--- config.mk ---
export PLATFORM = sky130hd
export DESIGN_NAME = clkgen_top
export DESIGN_NICKNAME = d
export VERILOG_FILES = /design/src/rtl/clkgen_pkg.sv /design/src/rtl/clkgen_div.sv /design/src/rtl/clkgen_dco_mod.sv /design/src/rtl/clkgen_branch.sv /design/src/rtl/clkgen_xt_mon.sv /design/src/rtl/clkgen_top.sv
export SDC_FILE = /design/constraint.sdc
export NUM_CORES = 1
export LEC_CHECK = 0
export ABC_AREA = 1
export BUFFER_PORTS_ARGS = -buffer_cell sky130_fd_sc_hd__buf_2
export CORE_MARGIN = 2
export CORE_UTILIZATION = 32
export CTS_BUF_LIST = sky130_fd_sc_hd__clkbuf_8
export CTS_CLUSTER_SIZE = 16
export DETAILED_ROUTE_END_ITERATION = 8
export GPL_ROUTABILITY_DRIVEN = 0
export PLACE_DENSITY = 0.62
export SLEW_MARGIN = 20
export SYNTH_ARGS = -nofsm -noshare
export SYNTH_HDL_FRONTEND = slang
export SYNTH_SLANG_ARGS = --single-unit
--- constraint.sdc ---
create_clock -name clk -period 2.5 [get_ports clk]
set_input_delay 0.125 -clock clk [delete_from_list [all_inputs] [get_ports clk]]
set_output_delay 0.125 -clock clk [all_outputs]
set_load 0.03 [all_outputs]
--- src/rtl/clkgen_pkg.sv ---
package clkgen_pkg;

  localparam int DCODE_W = 2;
  localparam int DCNT_W  = 3;
  localparam int REG_W   = 16;

  localparam logic [1:0] A_OSC   = 2'd0;
  localparam logic [1:0] A_ROUTE = 2'd1;
  localparam logic [1:0] A_LIMIT = 2'd2;
  localparam logic [1:0] A_STAT  = 2'd3;

  typedef enum logic [1:0] {
    BR_RUN   = 2'd0,
    BR_DRAIN = 2'd1,
    BR_SYNC  = 2'd2
  } br_state_e;

  // terminal count of a divider: N-1 for N = 1, 2, 4, 8
  function automatic logic [DCNT_W-1:0] div_last(input logic [DCODE_W-1:0] code);
    logic [DCNT_W-1:0] m;
    case (code)
      2'd0:    m = 3'd0;
      2'd1:    m = 3'd1;
      2'd2:    m = 3'd3;
      default: m = 3'd7;
    endcase
    return m;
  endfunction

endpackage

--- src/rtl/clkgen_div.sv ---
module clkgen_div
  import clkgen_pkg::*;
(
  input  logic               clk,
  input  logic               rst_n,
  input  logic               tick_i,
  input  logic               clr_i,
  input  logic [DCODE_W-1:0] code_i,
  output logic               lvl_o
);

  logic [DCNT_W-1:0] cnt_q, cnt_d;
  logic              lvl_q, lvl_d;

  always_comb begin
    cnt_d = cnt_q;
    lvl_d = lvl_q;
    if (clr_i) begin
      cnt_d = '0;
      lvl_d = 1'b0;
    end else if (tick_i) begin
      if (cnt_q >= div_last(code_i)) begin
        cnt_d = '0;
        lvl_d = ~lvl_q;
      end else begin
        cnt_d = cnt_q + 1'b1;
      end
    end
  end

  always_ff @(posedge clk or negedge rst_n) begin
    if (!rst_n) begin
      cnt_q <= '0;
      lvl_q <= 1'b0;
    end else begin
      cnt_q <= cnt_d;
      lvl_q <= lvl_d;
    end
  end

  assign lvl_o = lvl_q;

endmodule

--- src/rtl/clkgen_dco_mod.sv ---
module clkgen_dco_mod #(
  parameter  int NTAP  = 8,
  parameter  int FR_W  = 5,
  localparam int SEL_W = $clog2(NTAP)
) (
  input  logic             clk,
  input  logic             rst_n,
  input  logic             en_i,
  input  logic [NTAP-1:0]  tap_tick_i,
  input  logic [SEL_W-1:0] sel_i,
  input  logic [FR_W-1:0]  fine_i,
  output logic             dco_tick_o
);

  localparam logic [SEL_W-1:0] TOP_TAP = SEL_W'(NTAP - 1);

  logic [FR_W-1:0]  slot_q, slot_d;
  logic [FR_W-1:0]  slot_rev;
  logic [SEL_W-1:0] use_tap;
  logic             step_up;

  // bit-reversed slot index spreads the raised cycles over the frame
  for (genvar i = 0; i < FR_W; i++) begin : g_rev
    assign slot_rev[i] = slot_q[FR_W-1-i];
  end

  always_comb begin
    step_up = (slot_rev < fine_i);
    if (step_up && (sel_i != TOP_TAP)) begin
      use_tap = sel_i + 1'b1;
    end else begin
      use_tap = sel_i;
    end
    dco_tick_o = en_i & tap_tick_i[use_tap];
    slot_d     = dco_tick_o ? slot_q + 1'b1 : slot_q;
  end

  always_ff @(posedge clk or negedge rst_n) begin
    if (!rst_n) begin
      slot_q <= '0;
    end else begin
      slot_q <= slot_d;
    end
  end

endmodule

--- src/rtl/clkgen_branch.sv ---
module clkgen_branch
  import clkgen_pkg::*;
(
  input  logic               clk,
  input  logic               rst_n,
  input  logic               tick_dco_i,
  input  logic               tick_xt_i,
  input  logic               want_xt_i,
  input  logic               xt_bad_i,
  input  logic [DCODE_W-1:0] code_i,
  output logic               clk_o,
  output logic               on_xt_o
);

  br_state_e  st_q, st_d;
  logic       src_q, src_d;
  logic       tgt_q, tgt_d;
  logic [1:0] sync_q, sync_d;
  logic       run_tick, div_clr, lvl;
  logic       cur_tick, new_tick;

  assign cur_tick = src_q ? tick_xt_i : tick_dco_i;
  assign new_tick = tgt_q ? tick_xt_i : tick_dco_i;

  always_comb begin
    st_d     = st_q;
    src_d    = src_q;
    tgt_d    = tgt_q;
    sync_d   = sync_q;
    run_tick = 1'b0;
    div_clr  = 1'b0;
    case (st_q)
      BR_RUN: begin
        run_tick = cur_tick;
        if (want_xt_i != src_q) begin
          if (src_q && xt_bad_i) begin
            st_d    = BR_SYNC;
            tgt_d   = want_xt_i;
            sync_d  = '0;
            div_clr = 1'b1;
          end else begin
            st_d = BR_DRAIN;
          end
        end
      end
      BR_DRAIN: begin
        if (want_xt_i == src_q) begin
          st_d     = BR_RUN;
          run_tick = cur_tick;
        end else if ((src_q && xt_bad_i) || !lvl) begin
          st_d    = BR_SYNC;
          tgt_d   = want_xt_i;
          sync_d  = '0;
          div_clr = 1'b1;
        end else begin
          run_tick = cur_tick;
        end
      end
      default: begin
        if (want_xt_i != tgt_q) begin
          tgt_d  = want_xt_i;
          sync_d = '0;
        end else if (new_tick) begin
          if (sync_q == 2'd1) begin
            st_d  = BR_RUN;
            src_d = tgt_q;
          end else begin
            sync_d = sync_q + 1'b1;
          end
        end
      end
    endcase
  end

  always_ff @(posedge clk or negedge rst_n) begin
    if (!rst_n) begin
      st_q   <= BR_RUN;
      src_q  <= 1'b0;
      tgt_q  <= 1'b0;
      sync_q <= '0;
    end else begin
      st_q   <= st_d;
      src_q  <= src_d;
      tgt_q  <= tgt_d;
      sync_q <= sync_d;
    end
  end

  clkgen_div u_div (
    .clk    (clk),
    .rst_n  (rst_n),
    .tick_i (run_tick),
    .clr_i  (div_clr),
    .code_i (code_i),
    .lvl_o  (lvl)
  );

  assign clk_o   = lvl;
  assign on_xt_o = src_q;

endmodule

--- src/rtl/clkgen_xt_mon.sv ---
module clkgen_xt_mon #(
  parameter int LIM_W = 16
) (
  input  logic             clk,
  input  logic             rst_n,
  input  logic             xt_en_i,
  input  logic             dco_tick_i,
  input  logic             xt_tick_i,
  input  logic [LIM_W-1:0] limit_i,
  input  logic             clr_i,
  output logic             fault_o
);

  localparam logic [LIM_W-1:0] CNT_MAX = '1;

  logic [LIM_W-1:0] quiet_q, quiet_d;
  logic             fault_q, fault_d;
  logic             trip;

  always_comb begin
    quiet_d = quiet_q;
    if (!xt_en_i || xt_tick_i) begin
      quiet_d = '0;
    end else if (dco_tick_i && (quiet_q != CNT_MAX)) begin
      quiet_d = quiet_q + 1'b1;
    end
    trip    = xt_en_i && (limit_i != '0) && (quiet_q >= limit_i);
    fault_d = trip ? 1'b1 : (clr_i ? 1'b0 : fault_q);
  end

  always_ff @(posedge clk or negedge rst_n) begin
    if (!rst_n) begin
      quiet_q <= '0;
      fault_q <= 1'b0;
    end else begin
      quiet_q <= quiet_d;
      fault_q <= fault_d;
    end
  end

  assign fault_o = fault_q;

endmodule

--- src/rtl/clkgen_top.sv ---
module clkgen_top
  import clkgen_pkg::*;
#(
  parameter  int NTAP      = 8,
  parameter  int FR_W      = 5,
  parameter  int LIM_W     = 16,
  parameter  int DEF_LIMIT = 64,
  localparam int SEL_W     = $clog2(NTAP)
) (
  input  logic             clk,
  input  logic             rst_n,
  input  logic [NTAP-1:0]  tap_tick_i,
  input  logic             xtal_tick_i,
  input  logic             cfg_we_i,
  input  logic [1:0]       cfg_addr_i,
  input  logic [REG_W-1:0] cfg_wdata_i,
  output logic [REG_W-1:0] cfg_rdata_o,
  output logic             mclk_o,
  output logic             smclk_o,
  output logic             aclk_o,
  output logic             xt_fault_o,
  output logic             mclk_on_xt_o
);

  localparam int FINE_LO = SEL_W;
  localparam int DEN_BIT = SEL_W + FR_W;
  localparam int XEN_BIT = SEL_W + FR_W + 1;
  localparam logic [SEL_W-1:0] TAP_RST = SEL_W'(3);

  // reset: asserted at once, released on the clock
  logic [1:0] rst_sync_q;
  logic       rst_q_n;

  always_ff @(posedge clk or negedge rst_n) begin
    if (!rst_n) begin
      rst_sync_q <= '0;
    end else begin
      rst_sync_q <= {rst_sync_q[0], 1'b1};
    end
  end
  assign rst_q_n = rst_sync_q[1];

  logic [SEL_W-1:0]   tap_q, tap_d;
  logic [FR_W-1:0]    fine_q, fine_d;
  logic               den_q, den_d, xen_q, xen_d;
  logic               mx_q, mx_d, sx_q, sx_d;
  logic [DCODE_W-1:0] dm_q, dm_d, ds_q, ds_d, da_q, da_d;
  logic [LIM_W-1:0]   lim_q, lim_d;
  logic               fault, fault_clr, xt_bad;
  logic               dco_tick, xt_tick, sub_on_xt;

  assign fault_clr = cfg_we_i && (cfg_addr_i == A_STAT) && cfg_wdata_i[0];
  assign xt_tick   = xtal_tick_i & xen_q;
  assign xt_bad    = fault | ~xen_q;

  always_comb begin
    tap_d  = tap_q;
    fine_d = fine_q;
    den_d  = den_q;
    xen_d  = xen_q;
    mx_d   = mx_q;
    sx_d   = sx_q;
    dm_d   = dm_q;
    ds_d   = ds_q;
    da_d   = da_q;
    lim_d  = lim_q;
    if (cfg_we_i) begin
      case (cfg_addr_i)
        A_OSC: begin
          tap_d  = cfg_wdata_i[SEL_W-1:0];
          fine_d = cfg_wdata_i[FINE_LO +: FR_W];
          den_d  = cfg_wdata_i[DEN_BIT];
          xen_d  = cfg_wdata_i[XEN_BIT];
        end
        A_ROUTE: begin
          mx_d = cfg_wdata_i[0];
          sx_d = cfg_wdata_i[1];
          dm_d = cfg_wdata_i[3:2];
          ds_d = cfg_wdata_i[5:4];
          da_d = cfg_wdata_i[7:6];
        end
        A_LIMIT: lim_d = cfg_wdata_i[LIM_W-1:0];
        default: ;
      endcase
    end
    if (fault) begin
      mx_d = 1'b0;
      sx_d = 1'b0;
    end
  end

  always_ff @(posedge clk or negedge rst_q_n) begin
    if (!rst_q_n) begin
      tap_q  <= TAP_RST;
      fine_q <= '0;
      den_q  <= 1'b1;
      xen_q  <= 1'b0;
      mx_q   <= 1'b0;
      sx_q   <= 1'b0;
      dm_q   <= '0;
      ds_q   <= '0;
      da_q   <= '0;
      lim_q  <= LIM_W'(DEF_LIMIT);
    end else begin
      tap_q  <= tap_d;
      fine_q <= fine_d;
      den_q  <= den_d;
      xen_q  <= xen_d;
      mx_q   <= mx_d;
      sx_q   <= sx_d;
      dm_q   <= dm_d;
      ds_q   <= ds_d;
      da_q   <= da_d;
      lim_q  <= lim_d;
    end
  end

  always_comb begin
    case (cfg_addr_i)
      A_OSC:   cfg_rdata_o = REG_W'({xen_q, den_q, fine_q, tap_q});
      A_ROUTE: cfg_rdata_o = REG_W'({da_q, ds_q, dm_q, sx_q, mx_q});
      A_LIMIT: cfg_rdata_o = REG_W'(lim_q);
      default: cfg_rdata_o = REG_W'({sub_on_xt, mclk_on_xt_o, fault});
    endcase
  end

  clkgen_dco_mod #(.NTAP(NTAP), .FR_W(FR_W)) u_dco (
    .clk        (clk),
    .rst_n      (rst_q_n),
    .en_i       (den_q),
    .tap_tick_i (tap_tick_i),
    .sel_i      (tap_q),
    .fine_i     (fine_q),
    .dco_tick_o (dco_tick)
  );

  clkgen_xt_mon #(.LIM_W(LIM_W)) u_mon (
    .clk        (clk),
    .rst_n      (rst_q_n),
    .xt_en_i    (xen_q),
    .dco_tick_i (dco_tick),
    .xt_tick_i  (xt_tick),
    .limit_i    (lim_q),
    .clr_i      (fault_clr),
    .fault_o    (fault)
  );

  clkgen_branch u_main (
    .clk        (clk),
    .rst_n      (rst_q_n),
    .tick_dco_i (dco_tick),
    .tick_xt_i  (xt_tick),
    .want_xt_i  (mx_q & ~xt_bad),
    .xt_bad_i   (xt_bad),
    .code_i     (dm_q),
    .clk_o      (mclk_o),
    .on_xt_o    (mclk_on_xt_o)
  );

  clkgen_branch u_sub (
    .clk        (clk),
    .rst_n      (rst_q_n),
    .tick_dco_i (dco_tick),
    .tick_xt_i  (xt_tick),
    .want_xt_i  (sx_q & ~xt_bad),
    .xt_bad_i   (xt_bad),
    .code_i     (ds_q),
    .clk_o      (smclk_o),
    .on_xt_o    (sub_on_xt)
  );

  clkgen_div u_aux (
    .clk    (clk),
    .rst_n  (rst_q_n),
    .tick_i (xt_tick),
    .clr_i  (1'b0),
    .code_i (da_q),
    .lvl_o  (aclk_o)
  );

  assign xt_fault_o = fault;

endmodule

== Word-level counts from Yosys, hierarchy flattened ==
Cells that the tools add are included.

* $add $sub $neg: 8
* $mul: 0
* Div/mod/pow operators: 0
* $lt $le $gt $ge: 6
* Eq/ne operators: 35
* Shift-type cells: 0
* Muxes and demuxes: 99
* Bitwise gates (word level): 14
* Reductions and logical operators: 54

{| class="wikitable"
|+ Operator list
! kind !! number
|-
| $mux W2 || 28
|-
| $pmux W16 S3 || 1
|-
| $mux W1 || 41
|-
| $mux W3 || 13
|-
| $mux W16 || 2
|-
| $pmux W3 S3 || 3
|-
| $reduce_and A5 Y1 || 4
|-
| $reduce_bool A3 Y1 || 6
|-
| $add A16 B1 Y16 const B || 1
|-
| $eq A2 B1 Y1 const B || 8
|-
| $ge A16 B16 Y1 || 1
|-
| $ne A16 B16 Y1 const B || 1
|-
| $pmux W2 S2 || 4
|-
| $reduce_bool A16 Y1 || 1
|-
| $reduce_bool A2 Y1 || 8
|-
| $reduce_and A2 Y1 || 7
|-
| $add A3 B1 Y3 const B || 4
|-
| $logic_not A2 Y1 || 6
|-
| $ne A2 B1 Y1 const B || 6
|-
| $pmux W1 S2 || 6
|-
| $reduce_and A6 Y1 || 2
|-
| $eq A2 B2 Y1 const B || 5
|-
| $ge A3 B3 Y1 || 3
|-
| $ne A3 B3 Y1 const B || 3
|-
| other kinds (19) || 52
|}

* Flip-flop bits (word level): 82
* Bits in latches: 0
* RAM bits: 0
* Memory bits (read-only): 0
* Bits of input ports: 30
* Output and inout port bits: 21
* Logic and storage cells: 244
* Memories kept: 0

== Longest topological paths before layout ==
Gate-level depths: netlist (run 1).

* Depth after elaboration: 16
* Gate-level depth with buffers: 17
* Gate-level depth less buffers: 17

== By module ==
Synthesis (run 1) repeated with hierarchy kept, for this count alone.

* Cell total of the unflattened synthesis: 789
* Area total of the unflattened synthesis: 5825.6 sq um

{| class="wikitable"
|+ By module, submodules not included
! module !! instances !! cells each !! area each (sq um) !! sequential area each (sq um)
|-
| clkgen_top || 1 || 216 || 1773.0 || 905.9
|-
| clkgen_xt_mon || 1 || 237 || 1652.8 || 425.4
|-
| clkgen_branch || 2 || 68 || 446.7 || 150.1
|-
| clkgen_div || 3 || 38 || 289.0 || 100.1
|-
| clkgen_dco_mod || 1 || 86 || 639.4 || 125.1
|}

== Worst setup path before layout (run 1) ==
OpenSTA, ideal clock, no wires.

* Path kind: register to register
* Start: reg tap_q[0]
* End: reg u_mon.quiet_q[5]
* Library setup time: 0.118 ns
* Data arrival time: 1.998 ns
* Data required time: 2.382 ns
* Setup slack: 0.384 ns
* Cell stages (with the launch flop): 17
* Buffers on the path: 1
* Period minus slack after synthesis: 2.116 ns
* Cell sequence: dfstp_2 ha_1 ha_1 nor2_1 nand2_1 inv_2 nand3_4 nand2_1 o21ai_1 nand3b_2 nand3_4 inv_2 o21ai_4 nand2_4 buf_8 nand2_1 o21ai_2

* Word-level cells in the longest chain between the ends: 8
* Elaborated cells on any way between the ends: 9
* Classes of those cells: add/sub: 1; eq/ne: 1; mux: 3; bitwise: 1; reduce/logical: 3

{| class="wikitable"
|+ RTL lines
! element !! RTL line !! text
|-
| start, declared || clkgen_top.sv:43 || <nowiki>logic [SEL_W-1:0] tap_q, tap_d;</nowiki>
|-
| start signal, assigned || clkgen_top.sv:105 || <nowiki>tap_q <= tap_d;</nowiki>
|-
| parallel branches: the longest is 2 deep, another holds $add A3 B1 Y3 || -- ||
|-
| $mux W3 (*) || clkgen_dco_mod.sv:29 || <nowiki>if (step_up && (sel_i != TOP_TAP)) begin</nowiki>
|-
| $bmux W1 S3 (*) || clkgen_dco_mod.sv:34 || <nowiki>dco_tick_o = en_i & tap_tick_i[use_tap];</nowiki>
|-
| $mux W1 (not written as such) (*) || clkgen_dco_mod.sv:34 ||
|-
| $and A1 B1 Y1 (*) || clkgen_dco_mod.sv:34 ||
|-
| $logic_and A1 B1 Y1 (*) || clkgen_xt_mon.sv:24 || <nowiki>end else if (dco_tick_i && (quiet_q != CNT_MAX)) begin</nowiki>
|-
| $reduce_bool A2 Y1 (no source line) (*) || -- ||
|-
| end signal, assigned || clkgen_xt_mon.sv:36 || <nowiki>quiet_q <= quiet_d;</nowiki>
|-
| end, declared || clkgen_xt_mon.sv:16 || <nowiki>logic [LIM_W-1:0] quiet_q, quiet_d;</nowiki>
|}

Every way passes the cells marked *. The select of a mux whose other input is x is not followed.
A chain may end at the register's enable or synchronous reset.

== Final worst setup path (run 1) ==
* Start: reg u_dco.slot_q[0]
* End: reg u_main.st_q[1]

* Word-level cells in the longest chain between the ends: 9

{| class="wikitable"
|+ RTL lines
! element !! RTL line !! text
|-
| start, declared || clkgen_dco_mod.sv:17 || <nowiki>logic [FR_W-1:0] slot_q, slot_d;</nowiki>
|-
| start signal, assigned || clkgen_dco_mod.sv:42 || <nowiki>slot_q <= slot_d;</nowiki>
|-
| $lt A5 B5 Y1 || clkgen_dco_mod.sv:28 || <nowiki>step_up = (slot_rev < fine_i);</nowiki>
|-
| $logic_and A1 B1 Y1 || clkgen_dco_mod.sv:29 ||
|-
| $mux W3 || clkgen_dco_mod.sv:29 ||
|-
| $bmux W1 S3 || clkgen_dco_mod.sv:34 ||
|-
| $mux W1 (not written as such) || clkgen_dco_mod.sv:34 ||
|-
| $and A1 B1 Y1 || clkgen_dco_mod.sv:34 ||
|-
| $mux W1 || clkgen_branch.sv:23 || <nowiki>assign new_tick = tgt_q ? tick_xt_i : tick_dco_i;</nowiki>
|-
| $reduce_bool A3 Y1 (no source line) || -- ||
|-
| $reduce_and A5 Y1 (no source line) || -- ||
|-
| end signal, assigned || clkgen_branch.sv:82 || <nowiki>st_q <= st_d;</nowiki>
|-
| end, declared || clkgen_branch.sv:15 || <nowiki>br_state_e st_q, st_d;</nowiki>
|}

Every way passes these cells. The select of a mux whose other input is x is not followed.

==> results.json, run 1 <==
{
  "routed_via_density": 4.66,
  "maxCapViolCount": 0,
  "end_kind": "flop",
  "synth_area_per_cell_um2": 7.64,
  "syn_inst": 688,
  "antenna_found_initial": 0,
  "h-tree-depth": 3,
  "die_x_um": 132,
  "seq_area_frac_synth": 0.391,
  "leakage_nw": 3.11,
  "peakVddDrop_mv": 0.339,
  "p_total_mw": 5.13,
  "clk_pin_slew_worst_paths_ns": 0.09,
  "final.period_utilization": 0.924,
  "p_sw_mw": 2.31,
  "numCtsBuffers": 9,
  "worstPathMaxFanout": 9,
  "yosysTopAreaCell": "dfrtp_1",
  "io_buffers": 50,
  "drt_iter0_drc": 272,
  "finalNonFillerCells": 975,
  "wire_per_inst_um": 13.2,
  "nets": 822,
  "rr_worst_depth": 13,
  "synthesis.nets": 756,
  "synth_area_mm2": 0.00526,
  "grt_pass1_wl_um": 21500,
  "ant_nets": 0,
  "area_delta_synth_final_pct": 15.5,
  "tns_ns": 0,
  "core_region_area_mm2": 0.0159,
  "rsz0062_at_grt": "no",
  "ioPinCount": 51,
  "num_vias": 4544,
  "die_h_um": 132,
  "p_int_mw": 2.82,
  "numClockSinks": 82,
  "hold_viol_final": 0,
  "tightest_slew_ns": 0.587,
  "drtPass1Iterations": 5,
  "switching_share": 0.450,
  "hpwl_um": 9890,
  "clk_latency_ns": 0.38,
  "cp.required_ns": 2.76,
  "start_util": 0.330,
  "powerDensity_mw_per_mm2": 845,
  "fp-row-count": 46,
  "ys_ff_latch": 82,
  "drc_errors": 0,
  "cts-root-buf": "clkbuf_8",
  "grt_pass1_vias": 4363,
  "clock_power_share": 0.176,
  "grt_overflow": 0,
  "maxSlewHeadroom": 0.608,
  "p_seq_frac": 0.375,
  "die_area_mm2": 0.0175,
  "cts_tree": "yes",
  "skew_ns": 0.0138,
  "path_class": "flop to flop",
  "min_path_type": "input pin to flop",
  "cp-start-kind": "flop",
  "share_comb_of_total_power": 0.450,
  "diodes": 0,
  "crit_arrival_ns": 2.57,
  "grt_util_all_layers": 0.154,
  "outcome": "complete, no violations",
  "yosysTopAreaCellShare": 0.371,
  "cts_buffer_depth": 2,
  "max_freq_ghz": 0.433,
  "ys_warn_count": 0,
  "synth_area_leaders": "dfrtp_1 37%, nand2_1 12%, ha_1 9.0%",
  "maxSlewViolCount": 0,
  "fin_util": 0.381,
  "period_minus_slack_ns": 2.31,
  "grt_max_degree": 42,
  "hold_depth": 3,
  "drive_gt1_frac": 0.146,
  "placed_cells": 950,
  "setup_viol_count_final": 0,
  "wirelength_um": 12800,
  "yosys.cell_types.count": 38
}
[layer usage]
metal  track usage  vias up  part of all wire
li1              -     2364                 -
met1         0.205     2089              0.48
met2         0.251       85              0.46
met3        0.0419        6             0.047
met4        0.0344        0            0.0069
met5             0        -                 0
[stage by stage]
step,hold slack (ns),worst slack [ns],area [µm²]
final,0.0257,0.190,6070
after global routing,0.0167,0.00511,6070
after CTS,0.00218,0.0572,6030
after detailed placement,-0.0877,0.0780,5780
after global placement,-0.0873,0.126,5780
after floorplan,-0.171,0.0541,5260
[final cells by class]
| class | instances | area, µm² |
|---|---|---|
| clock buffer | 9 | 124 |
| clock inverter | 7 | 53.8 |
| fill | 1699 | 9870 |
| inverter | 103 | 387 |
| multi-input combinational | 491 | 2760 |
| sequential | 82 | 2060 |
| tap | 216 | 270 |
| timing repair buffer | 67 | 412 |
[power groups by stage]
| stage | Sequential [mW] | Combinational (mW) | Clock [mW] |
|---|---|---|---|
| finish | 1.92 | 2.31 | 0.900 |
| global route | 1.98 | 2.71 | 0.993 |
| CTS | 1.92 | 2.27 | 0.937 |
| detailed placement | 1.94 | 2.25 | 0 |
| global placement | 1.94 | 2.22 | 0 |
| floorplan | 1.93 | 1.73 | 0 |
[placed cells by master (no fill, tap or decap), drive strengths merged, types with 2 or more instances in the layout]
cell type    count
clkinv           4
dlygate4sd3      7
nand4            9
inv            103
ha              38
xnor2            5
o21ai           63
nor3            19
clkinvlp         3
dfstp            4
nand2          179
clkbuf           9
dfrtp           78
nor2            50
nand3b           8
nand3           58
xor2            21
a21oi           21
o22ai            4
nor4             4
a31oi            2
o221ai           5
buf             60
[synthesized netlist by cell type]
master    instances
clkbuf_1          8
xor2_1           21
o21ai_1           3
o211ai_1          1
dfstp_2           4
xnor2_1           5
nand2_1         173
buf_6             1
o221ai_1          5
o21ai_2           4
nand3b_2          1
nand3b_1          7
buf_8             1
ha_1             38
buf_4             2
dfrtp_1          78
nand2_4           1
nor3_1           19
a31oi_1           2
o22ai_1           4
nand2_2           5
nor2_1           49
nor4_1            4
nand3_2           7
nand4_1           9
a21oi_1          21
nor2_2            1
inv_2             2
inv_1           100
a221oi_1          1
o21ai_4           1
nand3_4           2
conb_1            1
nand3_1          49
clkinv_1          1
a32o_1            1
o21a_1            1
o21ai_0          55
[sequential cells by signal, indices dropped and copies added (netlist names), 3 cells and up]
signal	flops
fine_q	5
lim_q	16
tap_q	3
u_aux.cnt_q	3
u_dco.slot_q	5
u_main.u_div.cnt_q	3
u_mon.quiet_q	16
u_sub.u_div.cnt_q	3
[what timing repair did]
action	4_1_cts	5_1_grt
endpoints found under the setup margin	0	30
hold endpoints to repair	8	0
gates resized for setup	0	8
hold buffers	7	0
buffers inserted	0	2
[cells by family (layout without fill, tap and decap cells)]
kind of cell,Yosys count,after routing,share of synthesized area
flip-flops,82,82,0.391
other,1,1,0.000713
XOR/XNOR,26,26,0.0433
adder cells (fa/ha/maj),38,38,0.0905
AO/OA/AOI/OAI,99,99,0.107
AND/OR/NAND/NOR,327,327,0.280
buffers and inverters,115,186,0.0871
[critical path: stages, from the launching register on]
cell and delay, ns:
dfrtp_2 0.45, ha_1 0.30, nand2_1 0.10, inv_1 0.05
nand2_2 0.10, nand3_4 0.12, o21ai_1 0.21, nand3_1 0.12
nand3b_2 0.10, nand3_4 0.14, nand2_2 0.13, nand2_1 0.07
o21ai_0 0.23, nand2_1 0.07
[path summary, 6_finish.rpt]
check	start	endpoint	slack, ns
min in group asynchronous	rst_n	rst_sync_q[1]	0.05
max reg2reg	u_dco.slot_q[0]	u_main.st_q[1]	0.19
max	u_dco.slot_q[0]	u_main.st_q[1]	0.19
max in group asynchronous	rst_sync_q[1]	lim_q[6]	1.51
min reg2reg	rst_sync_q[1]	u_mon.quiet_q[7]	0.32
min	cfg_wdata_i[15]	lim_q[15]	0.03
(Power assumes the default switching activity.)
==> run 2: changes to the inputs <==
--- a/config.mk
+++ b/config.mk
@@ -8,12 +8,12 @@
 export ABC_AREA = 1
 export BUFFER_PORTS_ARGS = -buffer_cell sky130_fd_sc_hd__buf_2
 export CORE_MARGIN = 2
-export CORE_UTILIZATION = 32
+export CORE_UTILIZATION = 54
 export CTS_BUF_LIST = sky130_fd_sc_hd__clkbuf_8
 export CTS_CLUSTER_SIZE = 16
 export DETAILED_ROUTE_END_ITERATION = 8
 export GPL_ROUTABILITY_DRIVEN = 0
-export PLACE_DENSITY = 0.62
+export PLACE_DENSITY = 0.89
 export SLEW_MARGIN = 20
 export SYNTH_ARGS = -nofsm -noshare
 export SYNTH_HDL_FRONTEND = slang
==> results.json, run 2 (synthesized netlist as in run 1, its figures left out) <==
{
  "outcome": "complete, no violations",
  "num_vias": 4959,
  "worstPathMaxFanout": 8,
  "wirelength_um": 13400,
  "wire_per_inst_um": 14.9,
  "clk_pin_slew_worst_paths_ns": 0.10,
  "p_total_mw": 5.56,
  "setup_viol_count_final": 0,
  "cts_buffer_depth": 2,
  "grt_max_degree": 44,
  "maxCapViolCount": 0,
  "tns_ns": 0,
  "die_area_mm2": 0.0105,
  "leakage_nw": 3.19,
  "antenna_found_initial": 0,
  "start_util": 0.548,
  "ioPinCount": 51,
  "maxSlewHeadroom": 0.448,
  "cp.required_ns": 2.82,
  "maxSlewViolCount": 0,
  "die_x_um": 103,
  "diodes": 0,
  "crit_arrival_ns": 2.73,
  "tightest_slew_ns": 0.825,
  "drive_gt1_frac": 0.169,
  "drc_errors": 0,
  "core_region_area_mm2": 0.00959,
  "cp-start-kind": "flop",
  "powerDensity_mw_per_mm2": 906,
  "final.period_utilization": 0.962,
  "end_kind": "flop",
  "cts_tree": "yes",
  "period_minus_slack_ns": 2.41,
  "numCtsBuffers": 9,
  "skew_ns": 0.0173,
  "max_freq_ghz": 0.416,
  "routed_via_density": 5.53,
  "die_h_um": 103,
  "min_path_type": "input pin to flop",
  "grt_util_all_layers": 0.254,
  "ant_nets": 0,
  "h-tree-depth": 3,
  "grt_overflow": 0,
  "grt_pass1_vias": 4524,
  "final_cell_mix": "168 x nand2_1, 97 x inv_1, 76 x dfrtp_1",
  "hpwl_um": 9360,
  "hold_viol_final": 0,
  "peakVddDrop_mv": 0.386,
  "fp-row-count": 36,
  "grt_pass1_wl_um": 20900,
  "finalNonFillerCells": 897,
  "placed_cells": 865,
  "fin_util": 0.640,
  "reg_top3": "lim_q x16, u_mon.quiet_q x16",
  "clk_latency_ns": 0.39,
  "layout_commonest_cell": "nand2_1",
  "nets": 827,
  "io_buffers": 50,
  "area_delta_synth_final_pct": 16.7,
  "cts-root-buf": "clkbuf_8",
  "numClockSinks": 82,
  "drt_iter0_drc": 287,
  "path_class": "flop to flop",
  "drtPass1Iterations": 5
}
run 2: final timing paths:
kind / startpoint / end / slack [ns] / depth (start not counted)
setup reg to reg: tap_q[0] / u_mon.quiet_q[4] / 0.09 / 16
hold reg to reg: rst_sync_q[1] / u_main.st_q[0] / 0.32 / 0
setup / recovery: tap_q[0] / u_mon.quiet_q[4] / 0.09 / 16
min in group asynchronous: rst_n / rst_sync_q[1] / 0.05 / 2
max in group asynchronous: rst_sync_q[1] / tap_q[0] / 1.53 / 1
hold / removal: cfg_wdata_i[6] / lim_q[6] / 0.01 / 3
run 2: metal layers:
| layer | track usage | wire length (µm) | vias up |
|---|---|---|---|
| met2 | 0.405 | 6340 | 208 |
| met5 | 0 | 0 | - |
| li1 | - | - | 2389 |
| met3 | 0.0468 | 1020 | 38 |
| met4 | 0.141 | 430 | 0 |
| met1 | 0.327 | 5570 | 2324 |
run 2: critical path, stage by stage (launching register included):
cell       delay, ns
dfstp_2         0.40
ha_2            0.17
ha_1            0.17
nor2_1          0.11
nand2_1         0.08
inv_2           0.09
nand3_4         0.15
nand2_4         0.13
nand3b_1        0.10
nand3_2         0.11
nand3b_4        0.10
nand3_4         0.14
inv_4           0.05
o21ai_4         0.17
clkbuf_16       0.24
nand3_1         0.07
nand2_1         0.07
run 2: power breakdown:
group	internal, mW	switching, mW
registers	1.63	0.305
logic	0.958	1.66
clock network	0.400	0.603
total	2.99	2.57
run 2: metrics by stage:
step,hold slack [ns],cell area [µm²],setup slack (ns)
global route,0.0304,6140,-0.0558
finish,0.0141,6140,0.0939
global placement,-0.0904,5660,0.183
detailed placement,-0.0892,5660,0.110
CTS,0.0111,5930,0.101
floorplan,-0.171,5260,0.0541
run 2: timing repair:
action / in CTS / in global routing
hold endpoints to repair: 7 / 0
buffers inserted: 0 / 6
hold buffers: 6 / 0
gates resized for setup: 0 / 27
endpoints found under the setup margin: 0 / 31
run 2: cell type report:
type                    count  area (µm²)
flip-flops and latches     82        2060
clock buffers               9         124
fillers                   779        3460
well taps                 133         166
inverters                 103         389
multi-input cells         494        2870
repair buffers             69         445
clock inverters             7        81.3
==> run 3: changes to the inputs <==
--- a/config.mk
+++ b/config.mk
@@ -7,7 +7,6 @@
 export LEC_CHECK = 0
 export ABC_AREA = 1
 export BUFFER_PORTS_ARGS = -buffer_cell sky130_fd_sc_hd__buf_2
-export CORE_MARGIN = 2
 export CORE_UTILIZATION = 54
 export CTS_BUF_LIST = sky130_fd_sc_hd__clkbuf_8
 export CTS_CLUSTER_SIZE = 16
==> results.json, run 3 (synthesized netlist as in run 1, its figures left out) <==
{
  "peakVddDrop_mv": 0.484,
  "cp-start-kind": "flop",
  "clock_power_share": 0.189,
  "wire_per_inst_um": 15.4,
  "reg_top3": "lim_q x16, u_mon.quiet_q x16",
  "final_cell_mix": "168 x nand2_1, 98 x inv_1, 76 x dfrtp_1",
  "fin_hold_ws_ns": 0.0227,
  "rr_worst_depth": 15,
  "crit_path_start": "fine_q[2]",
  "clk_pin_slew_worst_paths_ns": 0.09,
  "path_class": "flop to flop",
  "grt_use_met3": 0.0485,
  "maxCapViolCount": 0,
  "leakage_nw": 3.17,
  "p_sw_mw": 2.49,
  "n_fill_cell": 750,
  "nets": 825,
  "hold_end": "lim_q[15]",
  "grt_overflow": 0,
  "met1_usage": 0.328,
  "cp_slowest_cell": "dfrtp_1",
  "min_path_type": "input pin to flop",
  "rrSetupSlack_ns": 0.001,
  "max_stage_delay_ns": 0.40,
  "dp_slack_ns": -0.00770,
  "r2r_start": "fine_q[2]",
  "hold_viol_final": 0,
  "outcome": "complete, no violations",
  "grt.busiest_layer": "met2",
  "switching_share": 0.439,
  "antenna_found_initial": 0,
  "start_util": 0.564,
  "critical_path.top_delay_family": "simple AND/OR/NAND/NOR gates",
  "io_buffers": 50,
  "grt_pass1_wl_um": 21200,
  "setup_viol_count_final": 0,
  "maxSlewHeadroom": 0.376,
  "worstPathMaxFanout": 8,
  "grt_util_all_layers": 0.267,
  "p_seq_frac": 0.339,
  "path_buf_inv": 3,
  "period_minus_slack_ns": 2.50,
  "area_delta_synth_final_pct": 16.4,
  "h-tree-depth": 3,
  "p_total_mw": 5.68,
  "met2_usage": 0.464,
  "routed_via_density": 5.62,
  "tightest_slew_ns": 0.932,
  "fp-row-count": 35,
  "cts_buffer_depth": 2,
  "hp-start": "cfg_wdata_i[15]",
  "placed_cell_area_mm2": 0.00565,
  "max_freq_ghz": 0.400,
  "wirelength_um": 13800,
  "ioPinCount": 51,
  "grt_max_degree": 81,
  "cpMostUsedCell": "nand2_1",
  "die_area_mm2": 0.0101,
  "reg2reg_to": "u_mon.quiet_q[4]",
  "skew_ns": 0.0146,
  "cts-root-buf": "clkbuf_8",
  "grt_pass1_vias": 4685,
  "cp.required_ns": 2.74,
  "final.period_utilization": 0.999,
  "clk_latency_ns": 0.36,
  "end_kind": "flop",
  "drc_errors": 0,
  "hpwl_um": 9520,
  "die_x_um": 101,
  "num_vias": 5011,
  "drt_iter0_drc": 382,
  "core_region_area_mm2": 0.00933,
  "powerDensity_mw_per_mm2": 928,
  "die_h_um": 101,
  "drive_gt1_frac": 0.171,
  "tns_ns": 0,
  "p_int_mw": 3.19,
  "timing.final.ws_setup_ns": 0.00139,
  "numClockSinks": 82,
  "rsz0062_at_grt": "yes",
  "cts_tree": "yes",
  "ant_nets": 0,
  "fin_area_mm2": 0.00612,
  "share_comb_of_total_power": 0.472,
  "layout_commonest_cell": "nand2_1",
  "maxSlewViolCount": 0,
  "crit_chain": "inv_2, ha_4, nand2_1, nand2_1, nand2_2, nand3_4, o21ai_1, nand3_1, nand3b_4, nand3_4, inv_4, o21ai_4, buf_4, nand3_1, nand2_1",
  "numCtsBuffers": 9,
  "hold_depth": 3,
  "drtPass1Iterations": 6,
  "crit_arrival_ns": 2.74,
  "diodes": 0
}
## run 3: routing by layer
layer	wire length (µm)	up-vias	part of all wire
li1	-	2383	-
met1	5550	2370	0.40
met2	6830	206	0.50
met3	915	52	0.066
met4	466	0	0.034
met5	0	-	0
## run 3: worst max-delay path by stage
stage	cells past startpoint	to	slack, ns
finish	15	u_mon.quiet_q[4]	0.001
global route	14	u_mon.quiet_q[6]	-0.13
CTS	16	u_mon.quiet_q[9]	0.02
detailed placement	16	u_mon.quiet_q[9]	-0.008
global placement	15	u_mon.quiet_q[9]	0.12
floorplan	0	da_q[0]	0.05
## run 3: area by class of cell
class | instances | area, µm² | area share
inverter | 103 | 389 | 0.0636
clock inverter | 6 | 83.8 | 0.0137
timing repair buffer | 65 | 378 | 0.0617
tap | 129 | 161 | 0.0264
sequential | 82 | 2060 | 0.337
multi-input combinational | 496 | 2910 | 0.475
clock buffer | 10 | 138 | 0.0225
## run 3: repair_timing
item	CTS	global route
endpoints found under the setup margin	8	35
pin swaps	0	15
hold buffers	1	0
buffers inserted	0	9
gates cloned	0	5
resized for setup	1	25
hold endpoints to repair	2	0
## run 3: tightest hold or removal path: cells and delay by family
kind            cells  cell delay [ns]
compound gates      1             0.10
buf+inv             1             0.07
simple gates        1             0.03
## run 3: power by group through the flow
stage	Clock, mW	Sequential, mW	Combinational, mW
after floorplan	0	1.93	1.73
after global placement	0	1.91	2.11
after detailed placement	0	1.93	2.27
after CTS	1.08	1.91	2.28
after global routing	1.14	1.96	3.04
final	1.08	1.93	2.68
## run 3: through the flow
step / cells / util
after floorplan: 688 / -
after global placement: 860 / 0.606
after detailed placement: 860 / 0.606
after CTS: 877 / 0.632
after global routing: 891 / 0.656
final: 891 / 0.656
